`src/rtl/cart_bank_pkg.sv`:
```
package cart_bank_pkg;

    localparam int BANK_W = 5;
    localparam int SEC_W  = 2;

    typedef enum logic [1:0] {
        SEL_RAM_EN   = 2'b00,
        SEL_ROM_BANK = 2'b01,
        SEL_SEC      = 2'b10,
        SEL_MODE     = 2'b11
    } reg_sel_e;

    typedef struct packed {
        logic              ram_en;
        logic [BANK_W-1:0] rom_bank;
        logic [SEC_W-1:0]  sec;
        logic              mode;
    } bank_state_t;

    localparam bank_state_t STATE_RESET = '{
        ram_en:   1'b0,
        rom_bank: BANK_W'(1),
        sec:      '0,
        mode:     1'b0
    };

endpackage

```
`src/rtl/cart_bank_regs.sv`:
```
module cart_bank_regs
    import cart_bank_pkg::*;
(
    input  logic        clk,
    input  logic        rst_n,
    input  logic [15:0] cpu_addr,
    input  logic [7:0]  cpu_wdata,
    input  logic        cpu_wr,
    output bank_state_t state_q
);

    bank_state_t state_d;
    logic        reg_hit;

    assign reg_hit = cpu_wr && !cpu_addr[15];

    always_comb begin
        state_d = state_q;
        if (reg_hit) begin
            case (reg_sel_e'(cpu_addr[14:13]))
                SEL_RAM_EN:   state_d.ram_en = ((cpu_wdata & 8'h0A) == 8'h0A);
                SEL_ROM_BANK: state_d.rom_bank = (cpu_wdata[BANK_W-1:0] == '0)
                                                 ? BANK_W'(1) : cpu_wdata[BANK_W-1:0];
                SEL_SEC:      state_d.sec = cpu_wdata[SEC_W-1:0];
                SEL_MODE:     state_d.mode = cpu_wdata[0];
                default:      state_d = state_q;
            endcase
        end
    end

    always_ff @(posedge clk) begin
        if (!rst_n) state_q <= STATE_RESET;
        else        state_q <= state_d;
    end


    ram_en_decode_chk: assert property (@(posedge clk) disable iff (!rst_n)
        (cpu_wr && cpu_addr[15:13] == 3'b000) |=>
            (state_q.ram_en == ($past(cpu_wdata[3:0] & 4'hA) == 4'hA)));


    bank_zero_fix_chk: assert property (@(posedge clk) disable iff (!rst_n)
        (cpu_wr && cpu_addr[15:13] == 3'b001 && cpu_wdata[4:0] == 5'd0) |=>
            (state_q.rom_bank == 5'd1));


    mode_load_chk: assert property (@(posedge clk) disable iff (!rst_n)
        (cpu_wr && cpu_addr[15:13] == 3'b011) |=> (state_q.mode == $past(cpu_wdata[0])));


    upper_write_ignored_chk: assert property (@(posedge clk) disable iff (!rst_n)
        (!(cpu_wr && !cpu_addr[15])) |=> $stable(state_q));

endmodule

```
`src/rtl/cart_bank_map.sv`:
```
module cart_bank_map
    import cart_bank_pkg::*;
#(
    parameter int              ROM_AW    = 21,
    parameter int              RAM_AW    = 15,
    parameter logic [ROM_AW-1:0] ROM_MASK = '1,
    parameter logic [RAM_AW-1:0] RAM_MASK = '1,
    parameter int              RAM_BYTES = 32768
) (
    input  logic              clk,
    input  logic              rst_n,
    input  bank_state_t       state_q,
    input  logic [15:0]       cpu_addr,
    input  logic              cpu_wr,
    output logic [ROM_AW-1:0] rom_addr,
    output logic [RAM_AW-1:0] ram_addr,
    output logic              ram_we
);

    localparam int ROM_RAW_W = SEC_W + BANK_W + 14;
    localparam int RAM_RAW_W = SEC_W + 13;

    logic [SEC_W-1:0]     rom_hi;
    logic [SEC_W-1:0]     ram_bank;
    logic [ROM_RAW_W-1:0] rom_raw;
    logic [RAM_RAW_W-1:0] ram_raw;
    logic                 in_ram_win;

    always_comb begin
        rom_hi   = state_q.mode ? '0 : state_q.sec;
        ram_bank = state_q.mode ? state_q.sec : '0;
        rom_raw  = {rom_hi, state_q.rom_bank, cpu_addr[13:0]};
        ram_raw  = {ram_bank, cpu_addr[12:0]};
        rom_addr = ROM_AW'(rom_raw) & ROM_MASK;
        ram_addr = RAM_AW'(ram_raw) & RAM_MASK;
        in_ram_win = (cpu_addr[15:13] == 3'b101);
    end

    generate
        if (RAM_BYTES != 0) begin : g_ram
            assign ram_we = cpu_wr && in_ram_win && state_q.ram_en;
        end else begin : g_no_ram
            assign ram_we = 1'b0;
        end
    endgenerate


    ram_we_gate_chk: assert property (@(posedge clk) disable iff (!rst_n)
        ram_we |-> (state_q.ram_en && cpu_wr && cpu_addr[15:13] == 3'b101 && RAM_BYTES != 0));

    generate
        if (RAM_AW > 13) begin : g_bank_chk

            mode0_ram_bank_zero_chk: assert property (@(posedge clk) disable iff (!rst_n)
                !state_q.mode |-> (ram_addr[RAM_AW-1:13] == '0));
        end
    endgenerate

endmodule

```
`src/rtl/cart_bank_ctrl.sv`:
```
module cart_bank_ctrl
    import cart_bank_pkg::*;
#(
    parameter int                ROM_AW    = 21,
    parameter int                RAM_AW    = 15,
    parameter logic [ROM_AW-1:0] ROM_MASK  = '1,
    parameter logic [RAM_AW-1:0] RAM_MASK  = '1,
    parameter int                RAM_BYTES = 32768
) (
    input  logic              clk,
    input  logic              rst_n,
    input  logic [15:0]       cpu_addr,
    input  logic [7:0]        cpu_wdata,
    input  logic              cpu_wr,
    output logic [ROM_AW-1:0] rom_addr,
    output logic [RAM_AW-1:0] ram_addr,
    output logic              ram_we
);

    bank_state_t state_q;

    cart_bank_regs u_regs (
        .clk       (clk),
        .rst_n     (rst_n),
        .cpu_addr  (cpu_addr),
        .cpu_wdata (cpu_wdata),
        .cpu_wr    (cpu_wr),
        .state_q   (state_q)
    );

    cart_bank_map #(
        .ROM_AW    (ROM_AW),
        .RAM_AW    (RAM_AW),
        .ROM_MASK  (ROM_MASK),
        .RAM_MASK  (RAM_MASK),
        .RAM_BYTES (RAM_BYTES)
    ) u_map (
        .clk       (clk),
        .rst_n     (rst_n),
        .state_q   (state_q),
        .cpu_addr  (cpu_addr),
        .cpu_wr    (cpu_wr),
        .rom_addr  (rom_addr),
        .ram_addr  (ram_addr),
        .ram_we    (ram_we)
    );


    bank_nonzero_chk: assert property (@(posedge clk) disable iff (!rst_n)
        state_q.rom_bank != '0);

endmodule

```
`config.mk`:
```
export PLATFORM = sky130hd
export DESIGN_NAME = cart_bank_ctrl
export DESIGN_NICKNAME = d
export VERILOG_FILES = /design/src/rtl/cart_bank_pkg.sv /design/src/rtl/cart_bank_regs.sv /design/src/rtl/cart_bank_map.sv /design/src/rtl/cart_bank_ctrl.sv
export SDC_FILE = /design/constraint.sdc
export NUM_CORES = 1
export LEC_CHECK = 0
export BUFFER_PORTS_ARGS = -buffer_cell sky130_fd_sc_hd__buf_2
export CAP_MARGIN = 20
export CORE_MARGIN = 10
export CORE_UTILIZATION = 35
export DETAILED_ROUTE_END_ITERATION = 7
export GPL_ROUTABILITY_DRIVEN = 0
export GPL_TIMING_DRIVEN = 0
export PLACE_DENSITY = 0.77
export SKIP_LAST_GASP = 1
export SLEW_MARGIN = 10
export SYNTH_ARGS = -nofsm -noshare
export SYNTH_HDL_FRONTEND = slang
export SYNTH_SLANG_ARGS = --single-unit
```
`constraint.sdc`:
```
create_clock -name clk -period 0.83 [get_ports clk]
set_input_delay 0.0415 -clock clk [delete_from_list [all_inputs] [get_ports clk]]
set_output_delay 0.0415 -clock clk [all_outputs]
set_load 0.05 [all_outputs]
```
Word-level counts from Yosys, hierarchy flattened
Index checks and enable logic that the tools add are counted.

Register bits: 9. Input port bits: 27.

Equal/unequal tests: 5. Mux-type cells: 3. Reduce and logical (&&, ||, !) cells: 10.

Operator list (number): AND reduction 2 bit (4); == test 2 bit (second input constant) (3); zero test 5 bit (1); 2-to-1 mux 5 bit (1); 2-to-1 mux 2 bit (2); == test 3 bit (second input constant) (1); logical AND 1 bit (3); == test 2 x 1 -> 1 bit (second input constant) (1); zero test 2 bit (1); zero test 1 bit (1).

Logic depth before layout (Yosys ltp)
Gate-level depths: netlist of run 1.

Depth after elaboration: 3. Mapped depth: 4. Gate-level depth less buffers: 3.

Cells and area by module
From an unflattened synthesis of run 1, not the netlist that was laid out.

Cells, all modules: 78. Area, all modules: 674.4 um^2.

Modules (own cells, without submodules): cart_bank_regs (instances 1, cells each 39, area an instance 394.1 um^2, seq. area each 180.2 um^2); cart_bank_map (instances 1, cells each 39, area an instance 280.3 um^2, seq. area each 0.0 um^2).

Least setup slack after synthesis of run 1
OpenSTA, ideal clock, no wires.

Path kind: reg2out. From: reg u_regs.state_q[8] (netlist name). To: out ram_we. Arrival: 1.534 ns. Required time: 0.788 ns. Setup slack: -0.745 ns. Stages on the path, launching flop included: 3. Path buffers: 0. Cell sequence: dfxtp_1 > nand3_1 > nor3b_1.

Longest elaborated chain between the ends: 1.

RTL lines: logical AND 1 bit (line cart_bank_map.sv:41) `assign ram_we = cpu_wr && in_ram_win && state_q.ram_en;`; end, declared (line cart_bank_ctrl.sv:17) `output logic ram_we`.

Every way passes these cells.

Final worst setup path of run 1
From: reg u_regs.state_q[8] (netlist name). To: out ram_we.

Longest elaborated chain between the ends: 1.

RTL lines (line): logical AND 1 bit (cart_bank_map.sv:41).

Every way passes these cells.

==> flow_summary.json, run 1 <==
{
  "setup_viol": 5,
  "numPortBuffers": 47,
  "cap_violations": 0,
  "top_register": "u_regs.state_q",
  "rows": 15,
  "postPlaceCellArea_um2": 955,
  "path_class": "register to primary output",
  "drtPass1Iterations": 3,
  "fin_cells": 150,
  "fp.dieH_um": 63.8,
  "core_um2": 1760,
  "vias": 650,
  "cts_root_buf": "clkbuf_4",
  "rsz0062_at_grt": "yes",
  "required_ps": 790,
  "avgSynthCellArea_um2": 8.73,
  "routed_wl_mm": 1.99,
  "fin_nets": 153,
  "hold_start": "rst_n",
  "layout_worst_path_cycle_share_pct": 129,
  "layout_common_cells": "buf_2, buf_4, buf_8",
  "worst_slew_pin_slew_ps": 368,
  "cts_tree": "done",
  "io_pins": 64,
  "ys_seq_area_share_pct": 26.8,
  "largest_registers": "u_regs.state_q: 9 flops",
  "regToRegSetupSlack_ps": 170,
  "netlist_instances": 77,
  "p_leak_nw": 0.531,
  "finalHoldViolations": 0,
  "grt_pass1_wl_mm": 3.46,
  "largest_register_ffs": 9,
  "post-place-cells": 149,
  "r2r_cells": 3,
  "start_util_pct": 38.1,
  "r2r_start": "u_regs.state_q[1]$_SDFFE_PN0P_",
  "p_comb_share_pct": 41.5,
  "whs_endpoint": "u_regs.state_q[2]$_SDFFE_PN0P_",
  "setup_tns_ps": -751,
  "cts.path.max_buffers": 2,
  "power_switching_mw": 0.518,
  "h-tree-depth": 1,
  "final_common_cell": "buf_2",
  "hpwl_mm": 1.71,
  "p_int_mw": 0.817,
  "first_global_vias": 776,
  "design_area_um2": 1090,
  "fin_ws_ps": -242,
  "antenna_found_initial": 0,
  "cts.sinks": 9,
  "vias_per_cell": 4.33,
  "pwr-share-seq_pct": 33.6,
  "cts_made_buffers": 3,
  "fin_skew_ps": 0,
  "grt_use_total_pct": 10.1,
  "slew-limit-headroom_pct": 75.1,
  "ys_ff_latch": 9,
  "ys_types": 18,
  "cp-start-kind": "register",
  "overflow": 0,
  "dieArea_um2": 4070,
  "worstPathArrival_ps": 1030,
  "layout_min_cycle_time_ps": 1070,
  "whs_path_depth": 3,
  "grt_max_degree": 11,
  "insertion_delay_ps": 250,
  "antenna-diode-count": 0,
  "path_max_fanout": 2,
  "hold_class": "primary input to register",
  "clkSlewWorstSetupHoldPaths_ps": 60,
  "timing.fmax_mhz": 933,
  "netlist_area_um2": 672,
  "power_frac_clock_pct": 24.9,
  "power.density_nw_per_um2": 1230,
  "synthToLayoutAreaGrowth_pct": 62.0,
  "drc": 0,
  "synth_nets": 104,
  "wl_per_cell_um": 13.3,
  "p_sw_share_pct": 38.8,
  "drive_gt1_share_pct": 76.8,
  "outcome": "finished with violations",
  "end_kind": "primary output",
  "die_w_um": 63.8,
  "ant_nets": 0,
  "vdd_drop_max_uv": 584,
  "report.final.slew_viol_count": 0,
  "drt_iter0_drc": 18,
  "r2r-end": "u_regs.state_q[1]$_SDFFE_PN0P_",
  "violations": "negative setup slack",
  "yosys_warnings": 0,
  "report.power.total_mw": 1.33
}
power groups by stage:
stage | Clock [mW] | Combinational (mW) | Sequential [mW]
global placement | 0 | 0.537 | 0.456
finish | 0.332 | 0.554 | 0.449
floorplan | 0 | 0.427 | 0.455
CTS | 0.345 | 0.554 | 0.448
detailed placement | 0 | 0.545 | 0.456
global route | 0.381 | 0.585 | 0.449
Yosys cell counts:
master	number	share of area, %
dfxtp_1	9	27
buf_6	1	1.7
nor3b_1	1	1.1
mux2i_1	5	7.4
nor2b_1	7	6.5
buf_4	32	36
and2_1	3	2.8
nor4b_1	1	1.3
nor2_1	1	0.56
o21ai_0	1	0.74
nand3_1	4	3.0
and4bb_1	2	3.7
nor4_1	1	0.93
clkbuf_1	1	0.56
nor3b_2	1	1.9
o21ai_1	3	2.2
nand2_1	3	1.7
nand4b_1	1	1.3
layout make-up:
class                      instances  area (um^2)
clock buffer                       4         26.3
buffer                            29          218
tap                               25         31.3
fill                             168          676
sequential                         9          194
multi-input combinational         34          273
timing repair buffer              49          347
worst max-delay path: stages (launching register included):
cell     delay, ps
dfxtp_2        340
nand3_2         80
nor3b_4        180
buf_6          180
metal layers:
layer / wire length, um / vias to the layer above / global-route usage [%]
li1: - / 321 / -
met1: 702 / 278 / 9.23
met2: 859 / 47 / 15.4
met3: 415 / 4 / 9.58
met4: 13 / 0 / 4.10
met5: 0 / - / 0
cells by family after synthesis:
logic type | after synthesis | synth area share (%)
multiplexers | 5 | 7.45
AO/OA/AOI/OAI | 4 | 2.98
AND/OR/NAND/NOR | 25 | 24.8
buffers and inverters | 34 | 38.0
flip-flops | 9 | 26.8
stage by stage:
step	setup slack (ps)	utilization (%)	hold slack (ps)
6_report	-242	61.7	40.2
5_1_grt	-307	61.7	52.7
4_1_cts	-256	60.1	35.8
3_5_place_dp	-162	54.1	318
3_3_place_gp	-147	54.1	316
2_1_floorplan	-133	-	147
what timing repair did:
action / 4_1_cts / 5_1_grt
cloned: 0 / 0
setup buffers: 0 / 2
endpoints found under the setup margin: 10 / 5
gates resized for setup: 41 / 3
pin swaps: 2 / 0
hold buffers: 0 / 0
worst max path at each step:
stage                                   start                              to  cells past startpoint
5_1_grt        u_regs.state_q[8]$_SDFFE_PN0P_                          ram_we                      3
3_3_place_gp                     cpu_addr[14]  u_regs.state_q[8]$_SDFFE_PN0P_                      4
6_report       u_regs.state_q[8]$_SDFFE_PN0P_                          ram_we                      3
4_1_cts        u_regs.state_q[8]$_SDFFE_PN0P_                          ram_we                      3
2_1_floorplan  u_regs.state_q[8]$_SDFFE_PN0P_                          ram_we                      2
3_5_place_dp                     cpu_addr[14]  u_regs.state_q[8]$_SDFFE_PN0P_                      4
No activity file was read; power rests on OpenSTA's default activity.
==> inputs of run 2 (changes only) <==
--- a/config.mk
+++ b/config.mk
@@ -5,14 +5,13 @@
 export SDC_FILE = /design/constraint.sdc
 export NUM_CORES = 1
 export LEC_CHECK = 0
-export BUFFER_PORTS_ARGS = -buffer_cell sky130_fd_sc_hd__buf_2
 export CAP_MARGIN = 20
 export CORE_MARGIN = 10
-export CORE_UTILIZATION = 35
+export CORE_UTILIZATION = 39
 export DETAILED_ROUTE_END_ITERATION = 7
+export DONT_BUFFER_PORTS = 1
 export GPL_ROUTABILITY_DRIVEN = 0
 export GPL_TIMING_DRIVEN = 0
-export PLACE_DENSITY = 0.77
 export SKIP_LAST_GASP = 1
 export SLEW_MARGIN = 10
 export SYNTH_ARGS = -nofsm -noshare
==> constraint.sdc (replaced) <==
create_clock -name clk -period 0.83 [get_ports clk]
set_input_delay 0.1245 -clock clk [delete_from_list [all_inputs] [get_ports clk]]
set_output_delay 0.1245 -clock clk [all_outputs]
set_load 0.05 [all_outputs]
==> run 2 against run 1 <==
  * The run still ends with negative setup slack left
  * Power decreased by 6.4%
  * Flip-flop and latch count unchanged
  * Worst setup slack got worse by 220 ps
  * Wire length decreased by 15%
  * Maximum frequency decreased by 17%
  * Core utilization decreased by 6.7 points
  * Critical path type unchanged
  * Critical endpoint unchanged
  * Largest cell class unchanged
==> flow_summary.json, run 2 (synthesized netlist as in run 1, its figures left out) <==
{
  "outcome": "finished with violations",
  "violations": "negative setup slack",
  "required_ps": 710,
  "drt_iter0_drc": 6,
  "busiest_layer": "met2",
  "hpwl_mm": 1.44,
  "die_w_um": 61.5,
  "layout_min_cycle_time_ps": 1300,
  "cts_made_buffers": 3,
  "synthToLayoutAreaGrowth_pct": 27.6,
  "layout_worst_path_cycle_share_pct": 156,
  "numPortBuffers": 0,
  "grt_max_degree": 11,
  "whs_path_depth": 2,
  "path_max_fanout": 2,
  "grt_util_met2_pct": 12.9,
  "cts_root_buf": "clkbuf_4",
  "rows": 14,
  "cts.sinks": 9,
  "clkSlewWorstSetupHoldPaths_ps": 60,
  "r2r_cells": 3,
  "crit_buf_inv": 0,
  "cp-start-kind": "register",
  "vias_per_cell": 4.83,
  "layout_common_cells": "buf_4, dfxtp_2, mux2i_1, nor2b_1, buf_8",
  "finalHoldViolations": 0,
  "largest_register_ffs": 9,
  "worst_slew_pin_slew_ps": 573,
  "wl_per_cell_um": 16.7,
  "vias": 493,
  "antenna-diode-count": 0,
  "path_class": "register to primary output",
  "p_leak_nw": 0.363,
  "routed_wl_mm": 1.70,
  "drc": 0,
  "start_util_pct": 43.1,
  "fin_skew_ps": 0,
  "cts.path.max_buffers": 2,
  "setup_viol": 10,
  "dieArea_um2": 3780,
  "largest_registers": "u_regs.state_q: 9 flops",
  "grt_use_total_pct": 8.06,
  "critPathSlowestCell": "nor3b_4",
  "report.final.slew_viol_count": 0,
  "antenna_found_initial": 0,
  "grt_pass1_wl_mm": 2.37,
  "fin_ws_ps": -466,
  "cts_tree": "done",
  "report.power.total_mw": 1.25,
  "top_register": "u_regs.state_q",
  "overflow": 0,
  "power.density_nw_per_um2": 1460,
  "rsz0062_at_grt": "yes",
  "cpPeakStageDelay_ps": 510,
  "setup_tns_ps": -1470,
  "slew-limit-headroom_pct": 61.7,
  "grtUsageMet1_pct": 8.31,
  "cap_violations": 0,
  "crit_cells": 2,
  "insertion_delay_ps": 260,
  "first_global_vias": 543,
  "critical-path-top-delay-family": "simple AND/OR/NAND/NOR gates",
  "fin_cells": 102,
  "final_common_cell": "buf_4",
  "drtPass1Iterations": 2,
  "grtUsageMet3_pct": 6.58,
  "fp.dieH_um": 61.5,
  "drive_gt1_share_pct": 64.0,
  "ant_nets": 0,
  "end_kind": "primary output",
  "pre_cts_slack_ps": -215,
  "hold_class": "primary input to register",
  "worstPathArrival_ps": 1170,
  "vdd_drop_max_uv": 937,
  "fin_nets": 114,
  "post-place-cells": 93,
  "io_pins": 64,
  "h-tree-depth": 1,
  "core_um2": 1560,
  "path_cells": "nand3_2, nor3b_4",
  "timing.fmax_mhz": 772
}
==> run 2: cell types whose count changed in the layout (fill, tap and decap cells not counted), sizes merged <==
cell,delta
buf,-42
dlygate4sd3,+3
==> run 2: worst paths after layout <==
| path | startpoint | slack, ps | end |
|---|---|---|---|
| hold reg to reg | u_regs.state_q[1]$_SDFFE_PN0P_ | 470 | u_regs.state_q[1]$_SDFFE_PN0P_ |
| setup reg to reg | u_regs.state_q[8]$_SDFFE_PN0P_ | 90 | u_regs.state_q[8]$_SDFFE_PN0P_ |
| setup / recovery | u_regs.state_q[8]$_SDFFE_PN0P_ | -470 | ram_we |
| hold / removal | cpu_wdata[0] | 3 | u_regs.state_q[0]$_SDFFE_PN0P_ |
==> run 2: metal layers <==
| metal | vias up | wire [um] |
|---|---|---|
| met5 | - | 0 |
| met4 | 0 | 0 |
| met3 | 0 | 309 |
| met2 | 37 | 812 |
| met1 | 216 | 578 |
| li1 | 240 | - |
==> run 2: final cells by class <==
class | instances | area, um^2
Timing Repair Buffer | 5 | 45.0
Tap cell | 16 | 20.0
Buffer | 34 | 293
Multi-Input combinational cell | 34 | 279
Clock buffer | 4 | 26.3
Fill cell | 141 | 702
Sequential cell | 9 | 194
==> run 2: what timing repair did <==
action                                  4_1_cts  5_1_grt
hold buffers                                  3        0
endpoints found under the setup margin       10       10
buffers inserted                              2        0
endpoints found under the hold margin         2        0
resized for setup                            19        1
pin swaps                                     4        2
==> run 2: where the power goes <==
part	leakage [nW]	internal, mW	switching [mW]
registers	0.0766	0.440	0.00854
logic	0.272	0.143	0.323
clock network	0.0150	0.185	0.149
total	0.363	0.768	0.481
==> run 2: worst register-to-register path, delay by kind of cell, from the launching register on <==
family / cells / cell delay, ps
buffers and inverters: 1 / 130
DFF: 1 / 320
muxes: 1 / 130
and+or+nand+nor: 1 / 60
==> run 2: stage by stage <==
stage | instance area, um^2 | utilization [%] | hold WS [ps]
2_1_floorplan | 711 | - | 262
3_3_place_gp | 731 | 46.9 | 269
6_report | 857 | 55.0 | 2.83
3_5_place_dp | 731 | 46.9 | 271
4_1_cts | 853 | 54.7 | 1.47
5_1_grt | 857 | 55.0 | 21.6
